[src/rtl/trs_pkg.sv]
package trs_pkg;
  typedef enum logic [3:0] {
    SEL_DEPTH = 4'd0,
    SEL_STAT  = 4'd1,
    SEL_RDATA = 4'd2,
    SEL_RPTR  = 4'd3,
    SEL_WPTR  = 4'd4,
    SEL_POST  = 4'd5,
    SEL_CAP   = 4'd6,
    SEL_WDATA = 4'd7,
    SEL_FSTAT = 4'd8,
    SEL_FCTL  = 4'd9
  } reg_sel_e;

  localparam int FC_FRAME   = 0;
  localparam int FC_FLUSH   = 1;
  localparam int FC_STOPFL  = 2;
  localparam int FC_STOPTRG = 3;

  typedef enum logic [1:0] {
    ST_OFF,
    ST_RUN,
    ST_ALIGN,
    ST_PAD
  } cap_state_e;
endpackage

[src/rtl/trs_ram.sv]
module trs_ram #(
  parameter int DEPTH = 64,
  parameter int DW    = 32,
  localparam int AW   = $clog2(DEPTH)
) (
  input  logic          clk,
  input  logic          we,
  input  logic [AW-1:0] waddr,
  input  logic [DW-1:0] wdata,
  input  logic [AW-1:0] raddr,
  output logic [DW-1:0] rdata
);
  logic [DW-1:0] mem [DEPTH];

  always_ff @(posedge clk) begin
    if (we) mem[waddr] <= wdata;
  end

  assign rdata = mem[raddr];
endmodule

[src/rtl/trs_ptrs.sv]
module trs_ptrs #(
  parameter int DEPTH = 64,
  localparam int AW   = $clog2(DEPTH),
  localparam logic [AW-1:0] LAST = AW'(DEPTH - 1)
) (
  input  logic          clk,
  input  logic          rst_n,
  input  logic          adv_w,
  input  logic          load_w,
  input  logic          adv_r,
  input  logic          load_r,
  input  logic [AW-1:0] load_val,
  output logic [AW-1:0] wptr,
  output logic [AW-1:0] rptr,
  output logic          wrapped
);
  function automatic logic [AW-1:0] step(input logic [AW-1:0] p);
    return (p == LAST) ? '0 : p + AW'(1);
  endfunction

  always_ff @(posedge clk or negedge rst_n) begin
    if (!rst_n) begin
      wptr    <= '0;
      rptr    <= '0;
      wrapped <= 1'b0;
    end else begin
      if (load_w) begin
        wptr    <= load_val;
        wrapped <= 1'b0;
      end else if (adv_w) begin
        wptr <= step(wptr);
        if (wptr == LAST) wrapped <= 1'b1;
      end
      if (load_r)     rptr <= load_val;
      else if (adv_r) rptr <= step(rptr);
    end
  end

  assert_rd_step_R3: assert property (@(posedge clk) disable iff (!rst_n)
    (adv_r && !load_r && rptr != LAST) |=> (rptr == $past(rptr) + AW'(1)));
  assert_wrap_sticky_R5: assert property (@(posedge clk) disable iff (!rst_n)
    (wrapped && !load_w) |=> wrapped);
  assert_wrap_zero_R5: assert property (@(posedge clk) disable iff (!rst_n)
    (adv_w && !load_w && wptr == LAST) |=> (wptr == '0 && wrapped));
endmodule

[src/rtl/trs_ctrl.sv]
module trs_ctrl
  import trs_pkg::*;
#(
  parameter int CW          = 16,
  parameter int FRAME_WORDS = 4,
  localparam int FB         = (FRAME_WORDS > 1) ? $clog2(FRAME_WORDS) : 1
) (
  input  logic          clk,
  input  logic          rst_n,
  input  logic          cap_wr,
  input  logic          cap_bit,
  input  logic          fctl_wr,
  input  logic [3:0]    fctl_bits,
  input  logic [CW-1:0] post_cnt,
  input  logic          trig_in,
  input  logic          in_valid,
  input  logic          reg_wr,
  input  logic [FB-1:0] wptr_lo,
  output logic          in_ready,
  output logic          pad_we,
  output logic          cap_en,
  output logic [3:0]    fctl_rd,
  output logic          stopped
);
  cap_state_e    state;
  logic          frame_en, stop_fl, stop_trg, flush_busy, then_stop;
  logic          trig_seen;
  logic [CW-1:0] left;

  logic          running, in_acc, trig_now, armed, trig_done, last_pad, misaligned;
  logic [CW-1:0] base, nxt;

  always_comb begin
    running    = (state == ST_RUN);
    in_ready   = running && cap_en && !flush_busy && !reg_wr;
    in_acc     = in_ready && in_valid;
    trig_now   = running && trig_in && stop_trg && !trig_seen;
    armed      = trig_now || (running && trig_seen);
    base       = trig_now ? post_cnt : left;
    nxt        = (in_acc && base != '0) ? base - CW'(1) : base;
    trig_done  = armed && (nxt == '0);
    pad_we     = (state == ST_PAD) && !reg_wr;
    last_pad   = pad_we && (wptr_lo == FB'(FRAME_WORDS - 1));
    misaligned = (wptr_lo != '0);
  end

  assign stopped = (state == ST_OFF);
  assign fctl_rd = {stop_trg, stop_fl, flush_busy, frame_en};

  always_ff @(posedge clk or negedge rst_n) begin
    if (!rst_n) begin
      state      <= ST_OFF;
      cap_en     <= 1'b0;
      frame_en   <= 1'b0;
      stop_fl    <= 1'b0;
      stop_trg   <= 1'b0;
      flush_busy <= 1'b0;
      then_stop  <= 1'b0;
      trig_seen  <= 1'b0;
      left       <= '0;
    end else begin
      unique case (state)
        ST_OFF: begin
          flush_busy <= 1'b0;
          if (cap_wr && cap_bit) begin
            state     <= ST_RUN;
            trig_seen <= 1'b0;
            left      <= '0;
          end
        end
        ST_RUN: begin
          if (armed)    left      <= nxt;
          if (trig_now) trig_seen <= 1'b1;
          if (!cap_en || trig_done || flush_busy) begin
            state     <= ST_ALIGN;
            then_stop <= !cap_en || trig_done || stop_fl;
          end
        end
        ST_ALIGN: begin
          if (frame_en && misaligned) begin
            state <= ST_PAD;
          end else begin
            flush_busy <= 1'b0;
            state      <= (then_stop || !cap_en) ? ST_OFF : ST_RUN;
          end
        end
        ST_PAD: begin
          if (last_pad) begin
            flush_busy <= 1'b0;
            state      <= (then_stop || !cap_en) ? ST_OFF : ST_RUN;
          end
        end
        default: state <= ST_OFF;
      endcase
      if (cap_wr) cap_en <= cap_bit;
      if (fctl_wr) begin
        frame_en <= fctl_bits[FC_FRAME];
        stop_fl  <= fctl_bits[FC_STOPFL];
        stop_trg <= fctl_bits[FC_STOPTRG];
        if (fctl_bits[FC_FLUSH]) flush_busy <= 1'b1;
      end
    end
  end

  assert_trig_halt_R6: assert property (@(posedge clk) disable iff (!rst_n)
    trig_done |=> !in_ready);
  assert_flush_clear_R10: assert property (@(posedge clk) disable iff (!rst_n)
    (stopped && flush_busy && !fctl_wr) |=> !flush_busy);
  assert_stop_aligned_R9: assert property (@(posedge clk) disable iff (!rst_n)
    ($rose(stopped) && frame_en && !$past(reg_wr)) |-> (wptr_lo == '0));
  assert_pad_quiet_R12: assert property (@(posedge clk) disable iff (!rst_n)
    reg_wr |-> (!in_ready && !pad_we));
endmodule

[src/rtl/trace_ring_sink.sv]
module trace_ring_sink
  import trs_pkg::*;
#(
  parameter int DEPTH       = 64,
  parameter int DW          = 32,
  parameter int CW          = 16,
  parameter int FRAME_WORDS = 4,
  localparam int AW         = $clog2(DEPTH),
  localparam int FB         = (FRAME_WORDS > 1) ? $clog2(FRAME_WORDS) : 1
) (
  input  logic          clk,
  input  logic          rst_n,
  input  logic          in_valid,
  output logic          in_ready,
  input  logic [DW-1:0] in_data,
  input  logic          trig_in,
  input  logic [3:0]    reg_sel,
  input  logic          reg_wr,
  input  logic          reg_rd,
  input  logic [31:0]   reg_wdata,
  output logic [31:0]   reg_rdata
);
  logic [AW-1:0] wptr, rptr;
  logic          wrapped, pad_we, cap_en, stopped;
  logic [3:0]    fctl_rd;
  logic [CW-1:0] post_cnt;
  logic [DW-1:0] ram_q, mem_wdata;
  logic          sw_we, in_we, mem_we;
  logic          wload, rload, rd_adv, cap_wr, fctl_wr, post_wr;

  always_comb begin
    sw_we     = reg_wr && (reg_sel == SEL_WDATA);
    wload     = reg_wr && (reg_sel == SEL_WPTR);
    rload     = reg_wr && (reg_sel == SEL_RPTR);
    cap_wr    = reg_wr && (reg_sel == SEL_CAP);
    fctl_wr   = reg_wr && (reg_sel == SEL_FCTL);
    post_wr   = reg_wr && (reg_sel == SEL_POST);
    rd_adv    = reg_rd && (reg_sel == SEL_RDATA);
    in_we     = in_valid && in_ready;
    mem_we    = sw_we || in_we || pad_we;
    mem_wdata = sw_we ? reg_wdata[DW-1:0] : (in_we ? in_data : '0);
  end

  trs_ram #(.DEPTH(DEPTH), .DW(DW)) u_ram (
    .clk(clk), .we(mem_we), .waddr(wptr), .wdata(mem_wdata),
    .raddr(rptr), .rdata(ram_q)
  );

  trs_ptrs #(.DEPTH(DEPTH)) u_ptrs (
    .clk(clk), .rst_n(rst_n), .adv_w(mem_we), .load_w(wload),
    .adv_r(rd_adv), .load_r(rload), .load_val(reg_wdata[AW-1:0]),
    .wptr(wptr), .rptr(rptr), .wrapped(wrapped)
  );

  trs_ctrl #(.CW(CW), .FRAME_WORDS(FRAME_WORDS)) u_ctrl (
    .clk(clk), .rst_n(rst_n), .cap_wr(cap_wr), .cap_bit(reg_wdata[0]),
    .fctl_wr(fctl_wr), .fctl_bits(reg_wdata[3:0]), .post_cnt(post_cnt),
    .trig_in(trig_in), .in_valid(in_valid), .reg_wr(reg_wr),
    .wptr_lo(wptr[FB-1:0]), .in_ready(in_ready), .pad_we(pad_we),
    .cap_en(cap_en), .fctl_rd(fctl_rd), .stopped(stopped)
  );

  always_ff @(posedge clk or negedge rst_n) begin
    if (!rst_n) post_cnt <= '0;
    else if (post_wr) post_cnt <= reg_wdata[CW-1:0];
  end

  always_ff @(posedge clk or negedge rst_n) begin
    if (!rst_n) begin
      reg_rdata <= '0;
    end else if (reg_rd) begin
      unique case (reg_sel)
        SEL_DEPTH: reg_rdata <= 32'(DEPTH) & 32'h7fff_ffff;
        SEL_STAT:  reg_rdata <= {31'b0, wrapped};
        SEL_RDATA: reg_rdata <= 32'(ram_q);
        SEL_RPTR:  reg_rdata <= 32'(rptr);
        SEL_WPTR:  reg_rdata <= 32'(wptr);
        SEL_POST:  reg_rdata <= 32'(post_cnt);
        SEL_CAP:   reg_rdata <= {31'b0, cap_en};
        SEL_FSTAT: reg_rdata <= {31'b0, stopped};
        SEL_FCTL:  reg_rdata <= {28'b0, fctl_rd};
        default:   reg_rdata <= '0;
      endcase
    end
  end

  assert_one_writer_R12: assert property (@(posedge clk) disable iff (!rst_n)
    $onehot0({sw_we, in_we, pad_we}));
  assert_word_moves_R2: assert property (@(posedge clk) disable iff (!rst_n)
    in_we |=> (wptr != $past(wptr)));
endmodule

[config.mk]
export PLATFORM = sky130hd
export DESIGN_NAME = trace_ring_sink
export DESIGN_NICKNAME = d
export VERILOG_FILES = /design/src/rtl/trs_pkg.sv /design/src/rtl/trs_ram.sv /design/src/rtl/trs_ptrs.sv /design/src/rtl/trs_ctrl.sv /design/src/rtl/trace_ring_sink.sv
export SDC_FILE = /design/constraint.sdc
export NUM_CORES = 2
export LEC_CHECK = 0
export BUFFER_PORTS_ARGS = -buffer_cell sky130_fd_sc_hd__buf_4
export CORE_ASPECT_RATIO = 1.1
export CORE_MARGIN = 2
export CORE_UTILIZATION = 60
export CTS_BUF_LIST = sky130_fd_sc_hd__clkbuf_4
export CTS_CLUSTER_DIAMETER = 50
export CTS_CLUSTER_SIZE = 28
export DETAILED_ROUTE_END_ITERATION = 10
export GPL_TIMING_DRIVEN = 0
export PLACE_DENSITY_LB_ADDON = 0.15
export SLEW_MARGIN = 20
export SYNTH_ARGS = -nofsm -noshare
export SYNTH_HDL_FRONTEND = slang
export SYNTH_HIERARCHICAL = 1
export SYNTH_SLANG_ARGS = --single-unit
[constraint.sdc]
create_clock -name clk -period 6.2 [get_ports clk]
set_clock_uncertainty 0.2 [all_clocks]
set_input_delay 1.24 -clock clk [delete_from_list [all_inputs] [get_ports clk]]
set_output_delay 1.24 -clock clk [all_outputs]
set_load 0.02 [all_outputs]
==> impl.org <==
** Run status
- Run status :: completed

** Synthesis
- Mapped Area :: around 84,000 sq um
- Yosys top cell area share :: 73.6%
- Syn Inst Count :: 3,930
- By count the netlist is led by 2,048 x edfxtp_1, 544 x mux4_2, 157 x nor2_1.
- The netlist uses 86 different library cells.
- During synthesis, Yosys emitted a total of 6 warnings.
- Counting flops with a built-in enable in the synthesized netlist gives about 2,000.
- After synthesis, the cell types taking the most area are edfxtp_1 74%, mux4_2 15%, dfrtp_1 2.6%.
- The largest total area in the synthesized netlist belongs to edfxtp_1.
- The average instance in the mapped netlist occupies around 21 sq um.
- Number of register bits inferred by synthesis :: 2,134
- The most common cell in the synthesized netlist is edfxtp_1.
- For this run, asynchronously set or reset flops after synthesis account for 4.03%.
- Proportion of synthesized chip area in sequential cells :: 76.2%
- In the synthesized netlist the dominant register cell turns out to be edfxtp_1.
- The number of nets in the synthesized netlist is roughly 4,000.

** Final layout
- The net count of the finished layout is 4,492.
- Signed area change from the synthesized netlist to the final layout :: 13.7%
- Post-Layout Cell Count :: 6,362
- The post-route netlist has 30.8% of its cells at a drive strength greater than 1.

** Critical path
- The worst setup path is launched from a flip-flop.
- The critical path is of the reg2reg type.
- Cell type of the slowest stage on the worst timing path :: nor2_4
- The cell family contributing the most delay on the critical path is simple AND/OR/NAND/NOR gates.
- Number of buffer and inverter stages on the critical path :: 4
- Crit Path Max Fanout :: 13
- CP Data Arrival Time :: 6.24 ns
- The cell that appears most often on the critical path is buf_16.
- Crit path cell chain :: buf_2 -> nand2b_1 -> nor3_1 -> and2_1 -> clkbuf_1 -> or3_1 -> nor2b_1 -> nand3_1 -> nor2_4 -> buf_16 -> buf_16
- Crit path largest cell delay :: slightly below 0.9 ns
- Data on the critical path is required at its endpoint by 6.96 ns.
- Critical Path End Type :: flip-flop

** STA
- In this run the tightest slew margin relative to its limit is ~14%.
- Setup violations remaining at the end of the flow were counted as 0.
- Ratio of final minimum period to clock period :: 88.5%
- Setup TNS :: 0 ns
- For this run, the top clock speed supported by timing is 182 MHz.
- At the pin with the least slew margin, the transition time is 1.29 ns.
- Max-slew violation count :: 0
- Setup repair after global routing missed its margin :: false
- The hold violation count in the final report came to 0.
- Final min period :: 5.49 ns

** Clock network
- Clock root buffer :: clkbuf_4
- Buffers inserted to repair hold after CTS numbered 19.
- CTS tree :: built
- Post-CTS repair changed the size of 0 cells.
- Count of H-tree levels built during CTS :: 4
- Clock slew at the register clock pins of the worst setup and hold paths :: 0.17 ns
- Total clock buffers created by CTS :: ~150
- # clock sinks :: 2,134
- Post-CTS setup buffers :: 0
- Worst skew pair latency :: 1.37 ns
- The clock passes through at most 3 buffers.

** Min path
- Class of the most critical hold timing path :: in2reg

** Routing
- After detailed routing, the total wire length is approximately 260 mm.
- For this run, the detailed router's first-pass iteration total came to 6.
- Post-detailed-route count of antenna-violating nets :: 0
- Violation count after the first detailed-route iteration :: approximately 8,300
- Dividing the detail-routed wire length by the instance count gives 40.7 um.
- The detailed router placed 45,800 vias in this run.
- Using the TritonRoute via totals, the vias-per-cell ratio works out to 7.20.
- In the routed design, unresolved DRC markers number 0.

** Pwr
- Maximum vdd drop :: around 250 uV
- Static power due to leakage :: 30.7 nW
- Dividing total power by cell area gives a power density of approximately 340 nW/um^2.
- Overall power consumption after layout is estimated at 32.8 mW.

** GRT
- For this run, the total global-route usage over all layers was measured as 36.8%.
- Initial antenna violation count :: 14
- Largest net degree at the start of global routing :: between 80 and 90
- The first global-routing pass estimated roughly 350 mm of wire.
- Global route total overflow :: 0
- The via count of the first global-routing pass was approximately 44,000.

** Placed design
- In this run, placement finished with an instance count of 6,051.
- PortBufs :: between 100 and 150
- Detailed placement finished with a half-perimeter wire length of 179 mm.
- The congestion estimate from routability-driven global placement came to 0.932.

** Flow run
- Across the run, the number of max-cap violations was 0.

** Floorplanning
- The initial utilization of the core area, before any placement, comes to 60.5%.
- Top-Level Pins :: 107
- The die is 360 um wide.
- Core area :: 138,000 sq um
- Measured along the y axis, the die boundary spans 395 um.
- Num rows :: 143
- Area of the die :: 142,000 sq um
==> worst register-to-register path: stages, from the launching register on <==
cell      delay [ns]
dfrtp_1         0.39
buf_2           0.16
nand2b_1        0.37
nor3_1          0.37
and2_1          0.17
clkbuf_1        0.73
or3_1           0.40
nor2b_1         0.37
nand3_1         0.67
nor2_4          0.88
buf_16          0.25
buf_16          0.18
==> cell usage in the layout, fill, tap and decap left out, types with 17 or more instances in the layout <==
cell type,netlist,layout
edfxtp_1,2048,2048
mux4_2,544,544
clkbuf_4,0,163
buf_4,34,145
nand2_1,129,129
mux2i_1,115,115
buf_16,0,101
nor2_1,157,95
o22ai_1,87,87
dfrtp_1,86,86
buf_12,0,86
buf_2,76,76
clkbuf_1,90,76
a21oi_1,75,75
nor2_4,0,62
o21ai_4,0,32
nand3_1,31,31
o21ai_0,60,28
a22oi_1,27,27
o221ai_1,27,27
inv_6,0,23
a22o_1,22,22
mux2_2,22,22
nor2b_1,22,22
buf_1,22,22
dlygate4sd3_1,0,19
nor3_1,20,18
inv_8,0,17
==> sequential cells by signal, summed over array words and instances (netlist names) <==
signal	cells
reg_rdata	32
u_ptrs/rptr	6
u_ptrs/wrapped	1
u_ctrl/stop_fl	1
u_ctrl/then_stop	1
u_ptrs/wptr	6
u_ctrl/cap_en	1
u_ctrl/stop_trg	1
u_ctrl/trig_seen	1
u_ctrl/frame_en	1
u_ctrl/state	2
u_ctrl/flush_busy	1
u_ram/mem	2048
u_ctrl/left	16
post_cnt	16
==> path summary, 6_finish.rpt <==
path	from	to	slack, ns	cells after the start
worst min-delay path	trig_in	u_ctrl/left[13]$_DFFE_PN0P_	0.15	4
min in group asynchronous	rst_n	reg_rdata[16]$_DFFE_PN0P_	0.40	2
worst max-delay path	u_ctrl/state[1]$_DFFE_PN0P_	u_ram/mem[46][13]$_DFFE_PP_	0.71	11
worst max register to register	u_ctrl/state[1]$_DFFE_PN0P_	u_ram/mem[46][13]$_DFFE_PP_	0.71	11
worst min register to register	reg_rdata[11]$_DFFE_PN0P_	reg_rdata[11]$_DFFE_PN0P_	0.32	1
max in group asynchronous	rst_n	reg_rdata[31]$_DFFE_PN0P_	4.80	2
==> metrics by stage <==
stage	worst slack, ns	utilization, %	area (sq um)	hold WS (ns)
final	0.713	68.8	95000	0.154
after global routing	0.697	68.8	95000	0.0938
after CTS	0.903	68.8	95000	0.0295
after detailed placement	0.636	66.7	92200	0.276
after global placement	-5.09	62.7	86600	0.278
after floorplan	0.248	-	83600	0.266
==> area by class of cell <==
class / count / area, sq um
clock inverter: 124 / 1450
timing repair buffer: 328 / 5670
antenna: 5 / 12.5
fill: 8410 / 43100
multi-input combinational: 1558 / 19600
tap: 1812 / 2270
sequential: 2134 / 63700
buffer: 230 / 1160
clock buffer: 163 / 1220
inverter: 8 / 30.0
==> kinds of logic (layout without fill, tap and decap cells) <==
| kind of cell | Yosys count | after routing | synth area share [%] |
|---|---|---|---|
| AND/OR/NAND/NOR | 470 | 470 | 2.72 |
| buffers and inverters | 238 | 853 | 1.41 |
| adder cells (fa/ha/maj) | 4 | 4 | 0.0599 |
| AO/OA/AOI/OAI | 380 | 380 | 3.06 |
| multiplexers | 682 | 682 | 16.3 |
| XOR/XNOR | 22 | 22 | 0.231 |
| flip-flops | 2134 | 2134 | 76.2 |
| other | 0 | 5 | 0 |
==> per-layer routing <==
metal  wire length [um]  up-vias  part of all wire [%]  track usage [%]
li1                   -    17500                     -                -
met5                 46        -                 0.018                0
met3              36900      730                    14             10.7
met4              16800        6                   6.5             19.2
met2             119000     3737                    46             56.3
met1              86500    23800                    33             48.9
==> report_power, final <==
part           switching, mW  internal, mW  total, mW
Sequential             0.243          16.0       16.2
Combinational           5.91          3.54       9.46
Clock                   4.92          2.19       7.11
Total                   11.1          21.7       32.8
No activity file was read; power rests on OpenSTA's default activity.
